### config.mk
export PLATFORM = sky130hd
export DESIGN_NAME = framing_loss_monitor
export DESIGN_NICKNAME = d
export VERILOG_FILES = /design/src/rtl/flm_pkg.sv /design/src/rtl/flm_group_eval.sv /design/src/rtl/flm_resync_ctrl.sv /design/src/rtl/flm_sat_counter.sv /design/src/rtl/framing_loss_monitor.sv
export SDC_FILE = /design/constraint.sdc
export NUM_CORES = 1
export LEC_CHECK = 0
export ABC_CLOCK_PERIOD_IN_PS = 3350
export BUFFER_PORTS_ARGS = -buffer_cell sky130_fd_sc_hd__buf_4
export CAP_MARGIN = 10
export CORE_ASPECT_RATIO = 1.75
export CORE_MARGIN = 3
export CORE_UTILIZATION = 49
export DETAILED_ROUTE_END_ITERATION = 12
export PLACE_DENSITY = 0.75
export SYNTH_ARGS = -nofsm -noshare
export SYNTH_HDL_FRONTEND = slang
export SYNTH_SLANG_ARGS = --single-unit
### constraint.sdc
create_clock -name clk -period 3.35 [get_ports clk]
set_clock_uncertainty 0.15 [all_clocks]
set_input_delay 0.67 -clock clk [delete_from_list [all_inputs] [get_ports clk]]
set_output_delay 0.67 -clock clk [all_outputs]
set_load 0.1 [all_outputs]
### src/rtl/flm_pkg.sv
package flm_pkg;
   typedef enum logic {
      FLM_TRACK = 1'b0,
      FLM_HOLD  = 1'b1
   } flm_state_e;

   localparam int FLM_DEF_GROUP = 6;
   localparam int FLM_DEF_LIMIT = 2;
endpackage

### src/rtl/flm_group_eval.sv
module flm_group_eval #(
   parameter int                   GROUP_LEN = 6,
   parameter int                   ERR_LIMIT = 2,
   parameter logic [GROUP_LEN-1:0] PATTERN   = 6'b110100
) (
   input  logic clk,
   input  logic rst_n,
   input  logic bit_valid,
   input  logic bit_in,
   input  logic grp_start,
   input  logic flush,
   output logic grp_fail
);
   localparam int POS_W = $clog2(GROUP_LEN);
   localparam int ERR_W = $clog2(GROUP_LEN + 1);

   logic [POS_W-1:0]     pos_q, pos_eff;
   logic [ERR_W-1:0]     err_q, err_eff, err_next;
   logic [GROUP_LEN-1:0] mism_vec;
   logic                 miss, last;

   assign pos_eff = grp_start ? '0 : pos_q;
   assign err_eff = grp_start ? '0 : err_q;

   // one comparator per group position, selected by the current position
   for (genvar g = 0; g < GROUP_LEN; g++) begin : g_pos
      assign mism_vec[g] = (pos_eff == POS_W'(g)) && (bit_in != PATTERN[g]);
   end

   assign miss     = |mism_vec;
   assign err_next = err_eff + ERR_W'(miss);
   assign last     = (pos_eff == POS_W'(GROUP_LEN - 1));
   assign grp_fail = bit_valid && last && (err_next >= ERR_W'(ERR_LIMIT));

   always_ff @(posedge clk) begin
      if (!rst_n || flush) begin
         pos_q <= '0;
         err_q <= '0;
      end else if (bit_valid) begin
         if (last) begin
            pos_q <= '0;
            err_q <= '0;
         end else begin
            pos_q <= pos_eff + POS_W'(1);
            err_q <= err_next;
         end
      end
   end
endmodule

### src/rtl/flm_resync_ctrl.sv
module flm_resync_ctrl
   import flm_pkg::*;
(
   input  logic clk,
   input  logic rst_n,
   input  logic set_req,
   input  logic realign_done,
   output logic resync_req
);
   flm_state_e state_q;

   always_ff @(posedge clk) begin
      if (!rst_n) begin
         state_q <= FLM_TRACK;
      end else begin
         unique case (state_q)
            FLM_TRACK: if (set_req)      state_q <= FLM_HOLD;
            FLM_HOLD:  if (realign_done) state_q <= FLM_TRACK;
            default:                     state_q <= FLM_TRACK;
         endcase
      end
   end

   assign resync_req = (state_q == FLM_HOLD);
endmodule

### src/rtl/flm_sat_counter.sv
module flm_sat_counter #(
   parameter int CNT_W = 16
) (
   input  logic             clk,
   input  logic             rst_n,
   input  logic             clr,
   input  logic             inc,
   output logic [CNT_W-1:0] count
);
   localparam logic [CNT_W-1:0] CNT_MAX = {CNT_W{1'b1}};

   logic [CNT_W-1:0] cnt_q;

   always_ff @(posedge clk) begin
      if (!rst_n || clr) begin
         cnt_q <= '0;
      end else if (inc && (cnt_q != CNT_MAX)) begin
         cnt_q <= cnt_q + CNT_W'(1);
      end
   end

   assign count = cnt_q;
endmodule

### src/rtl/framing_loss_monitor.sv
module framing_loss_monitor #(
   parameter int                   CNT_W     = 16,
   parameter int                   GROUP_LEN = flm_pkg::FLM_DEF_GROUP,
   parameter int                   ERR_LIMIT = flm_pkg::FLM_DEF_LIMIT,
   parameter logic [GROUP_LEN-1:0] PATTERN   = 6'b110100
) (
   input  logic             clk,
   input  logic             rst_n,
   input  logic             fbit_valid,
   input  logic             fbit,
   input  logic             sf_start,
   input  logic             realign_done,
   input  logic             host_clr,
   output logic             lof_pulse,
   output logic             resync_req,
   output logic [CNT_W-1:0] lof_count
);
   if (CNT_W < 1) begin : g_bad_cnt
      $error("framing_loss_monitor: CNT_W must be at least 1");
   end
   if (GROUP_LEN < 2) begin : g_bad_len
      $error("framing_loss_monitor: GROUP_LEN must be at least 2");
   end
   if (ERR_LIMIT < 1 || ERR_LIMIT > GROUP_LEN) begin : g_bad_lim
      $error("framing_loss_monitor: ERR_LIMIT out of range");
   end

   logic bit_ok;
   logic grp_fail;
   logic pulse_q;

   // bits are ignored while a resync request is pending
   assign bit_ok = fbit_valid && !resync_req;

   flm_group_eval #(
      .GROUP_LEN (GROUP_LEN),
      .ERR_LIMIT (ERR_LIMIT),
      .PATTERN   (PATTERN)
   ) u_eval (
      .clk       (clk),
      .rst_n     (rst_n),
      .bit_valid (bit_ok),
      .bit_in    (fbit),
      .grp_start (sf_start),
      .flush     (resync_req),
      .grp_fail  (grp_fail)
   );

   flm_resync_ctrl u_resync (
      .clk          (clk),
      .rst_n        (rst_n),
      .set_req      (grp_fail),
      .realign_done (realign_done),
      .resync_req   (resync_req)
   );

   flm_sat_counter #(.CNT_W(CNT_W)) u_cnt (
      .clk   (clk),
      .rst_n (rst_n),
      .clr   (host_clr),
      .inc   (grp_fail),
      .count (lof_count)
   );

   always_ff @(posedge clk) begin
      if (!rst_n) pulse_q <= 1'b0;
      else        pulse_q <= grp_fail;
   end

   assign lof_pulse = pulse_q;
endmodule

==> run summary <==
The iteration-0 DRC count of the detailed router came out at 15. The cell sitting at the root of the clock tree is a sky130_fd_sc_hd__clkbuf_8. Among all flip-flop cells after synthesis, the most frequent one is sky130_fd_sc_hd__dfxtp_1.

The mapped netlist covers 0.001350 mm². The portion of synthesized cell area occupied by the leading cell type came out at 35.59%. The required time of the critical path is 3.39 ns. The critical path startpoint category is an input port. The clock sink count came out at 24. Global routing used 20.18% of the available tracks. The total CTS buffers is 3.

The starting density of the core is 52.89%. The number of warnings printed during yosys synthesis came out at 0. The library cell used most frequently in the layout, excluding fill and tap cells, is sky130_fd_sc_hd__buf_4. The proportion of register bits with asynchronous set or reset after synthesis is 0%. Dividing the detail-routed via count by the number of cells gives 6.063. Summed over all instances, the cell type with the most area after synthesis is sky130_fd_sc_hd__dfxtp_1. The path class of the tightest hold or removal check is register to register. The count of buffers added on input and output ports is 24. The flop-to-flop setup slack came out at 0.31 ns. IR analysis of the VDD net gives a maximum drop of 0.1990 mV. The pin count of the biggest net entering global routing is 17.

The delay of the slowest critical-path stage came out at 0.43 ns. The count of final setup violators is 0. The post-route core utilization came out at 63.82%. The source-to-sink clock delay at the later pin of the worst-skew pair is 0.26 ns.

The die is 75.44 µm tall. The final weighted congestion of routability-driven global placement came out at 0.8292. Total power for the finished layout comes to 0.5241 mW. The final routed wire length divided by cell count came out at 15.08 µm. The buffer levels on the longest clock path is 2. The highest clock rate came out at 318.9 MHz. The fraction of final layout cells with drive strength greater than 1 came out at 25.41%. The total area inside the core boundary comes to 0.002552 mm². The net count after synthesis came out at 165. The final worst-path cycle share is 93.61%. The DRC violations left is 0. The iteration count of the initial detailed-routing pass is 4. In the layout the commonest cells are sky130_fd_sc_hd__buf_4 (28), sky130_fd_sc_hd__dfxtp_1 (24), sky130_fd_sc_hd__nor2_1 (15), sky130_fd_sc_hd__a21oi_1 (12), sky130_fd_sc_hd__nand3_1 (11). The cell seen most often among critical-path stages is sky130_fd_sc_hd__ha_1.

Grouping stages by cell kind, the critical path spends the most delay in simple AND/OR/NAND/NOR gates. The width of the chip is 45.68 µm. The number of antenna violations at the first check in global routing is 0. During I/O placement, the number of pins put on the boundary was 25.

The pin slew with the least headroom to its limit came out at 0.7260 ns. Counting I/O delays and the setup requirement, the final critical path takes 3.136 ns. The number of gates resized after CTS was 0. The post-DP HPWL is 2.365 mm. The count of final hold-check violations is 0. The signal arrival time at the worst endpoint is 3.18 ns. Of all nets on the critical path, the largest fanout is 6.

The final layout contains routed wiring with a total length of 3.121 mm. The run finished with clean final reports. The via total after detailed routing came out at 1255.

The total number of nets in the final design is 193. The post-synthesis instance total is 154. Row generation in the floorplan step produced 24 rows. Setup repair after global routing could not meet its margin everywhere. The first-pass GRT wire length came out at 5.133 mm. Of the synthesized area, sequential elements account for 35.59%. The category of the worst setup path capture point is a register. The area added between synthesis and finish is 20.67%.

The netlist uses 45 different library cells. The area of the die came out at 0.003446 mm². The global route total overflow is 0. The number of global-route vias before repair came out at 1181.

The critical path goes through buf_4 > nand2b_1 > ha_1 > o21ai_0 > o211ai_1 > ha_1 > ha_1 > and4bb_1 > a21oi_4 > nand4_2 > or3_2 > a21oi_1. The hold-fix buffer count after cts is 0. The average cell area after synthesis is 8.767 µm². The critical path's slowest cell is sky130_fd_sc_hd__or3_2.

After synthesis, the cell types taking the most area are sky130_fd_sc_hd__dfxtp_1 (36%), sky130_fd_sc_hd__a21oi_1 (4.4%), sky130_fd_sc_hd__nor2_1 (4.2%). Counting flops and latches in the post-synthesis netlist gives 24. The H-tree depth reported by CTS is 1. Counting both buffers and inverters, the worst setup path holds a total of 1. The detail route stage leaves a number of antenna-violating nets equal to 0. The max-slew violation count was 0.

In this run the static leakage power is 0.6144 nW. The clock transition time at the flip-flop clock pins of the worst setup and hold paths came out at 0.08 ns. Measured against its own limit, the worst slew margin works out to 51.60%. The number of enable-type register cells in the synthesized netlist is 0. TritonCTS built the clock tree. The buffer count from post-CTS setup fixing is 0. The power per cell area came out at 321.7 mW/mm². The number of diodes is 0. The critical path is of the input port to register type. The number of violations of the max-capacitance limit is 0.
==> path summary, 6_finish.rpt <==
check | from | endpoint | cells past startpoint
setup / recovery | sf_start | u_cnt.count[7] | 12
hold / removal | u_eval.err_q[0] | u_eval.err_q[0] | 2
setup reg to reg | u_eval.pos_q[2] | u_cnt.count[7] | 11
hold reg to reg | u_eval.err_q[0] | u_eval.err_q[0] | 2
==> worst reg2reg max path, cell delays in order, from the launching register on <==
cell	delay, ns
sky130_fd_sc_hd__dfxtp_1	0.46
sky130_fd_sc_hd__nand2b_1	0.12
sky130_fd_sc_hd__ha_1	0.20
sky130_fd_sc_hd__o21ai_0	0.15
sky130_fd_sc_hd__o211ai_1	0.12
sky130_fd_sc_hd__ha_1	0.23
sky130_fd_sc_hd__ha_1	0.30
sky130_fd_sc_hd__and4bb_1	0.25
sky130_fd_sc_hd__a21oi_4	0.24
sky130_fd_sc_hd__nand4_2	0.16
sky130_fd_sc_hd__or3_2	0.43
sky130_fd_sc_hd__a21oi_1	0.14
==> sequential cells by signal, indices dropped and copies added (netlist names) <==
register,count
u_resync.resync_req,1
u_eval.pos_q,3
lof_pulse,1
u_eval.err_q,3
u_cnt.count,16
==> routing by layer <==
layer | vias to the layer above | GRT usage (%) | wire [µm]
met1 | 600 | 20.50 | 1206
met3 | 8 | 3.310 | 111
met5 | - | 0 | 0
met4 | 0 | 10.75 | 89
li1 | 619 | - | -
met2 | 28 | 37.33 | 1713
==> power by group <==
group	leakage (nW)	total (mW)	switching [mW]	internal (mW)
registers	0.194	0.291	0.00337	0.288
clock network	0.0288	0.197	0.0923	0.105
logic	0.392	0.0358	0.0189	0.0169
==> logic make-up after synthesis <==
group	after synthesis	share of synthesized area [%]
and+or+nand+nor	81	39.02
adders and majority gates	4	3.707
muxes	1	0.8340
AOI/OAI and AO/OA	31	14.00
buffers and inverters	6	2.316
xor gates and xnor gates	7	4.541
DFF	24	35.59
==> synthesized netlist by cell type, types with 2 or more instances <==
library cell / number
sky130_fd_sc_hd__ha_1: 4
sky130_fd_sc_hd__a21oi_2: 2
sky130_fd_sc_hd__and2_1: 2
sky130_fd_sc_hd__o21ai_1: 3
sky130_fd_sc_hd__o21ai_0: 7
sky130_fd_sc_hd__nor3_1: 4
sky130_fd_sc_hd__nand2_1: 8
sky130_fd_sc_hd__o21a_1: 2
sky130_fd_sc_hd__nor2b_1: 3
sky130_fd_sc_hd__or3_1: 6
sky130_fd_sc_hd__nand2b_1: 8
sky130_fd_sc_hd__nand4_1: 6
sky130_fd_sc_hd__nor2_1: 15
sky130_fd_sc_hd__a21oi_1: 12
sky130_fd_sc_hd__clkbuf_1: 2
sky130_fd_sc_hd__xnor2_1: 2
sky130_fd_sc_hd__and4_1: 2
sky130_fd_sc_hd__and3_1: 2
sky130_fd_sc_hd__dfxtp_1: 24
sky130_fd_sc_hd__nand3_1: 11
sky130_fd_sc_hd__xor2_1: 5
==> stage by stage <==
step	TNS (ns)	cell area [µm²]	setup slack, ns	instances	hold slack, ns
after floorplan	0	1350	0.09928	154	0.2915
after global placement	0	1565	0.05212	203	0.3040
after detailed placement	-0.2568	1565	-0.07504	203	0.3191
after CTS	0	1620	0.1761	207	0.3324
after global routing	-0.01032	1629	-0.01032	207	0.3497
final	0	1629	0.2141	207	0.3295
==> layout make-up <==
cell class | count | area [µm²]
Fill cell | 227 | 923.4
Multi-Input combinational cell | 124 | 847.1
Sequential cell | 24 | 480.5
Timing Repair Buffer | 28 | 210.2
Clock buffer | 4 | 55.05
Tap cell | 26 | 32.53
Inverter | 1 | 3.754
Note: power is estimated with default switching activity, not from simulation.
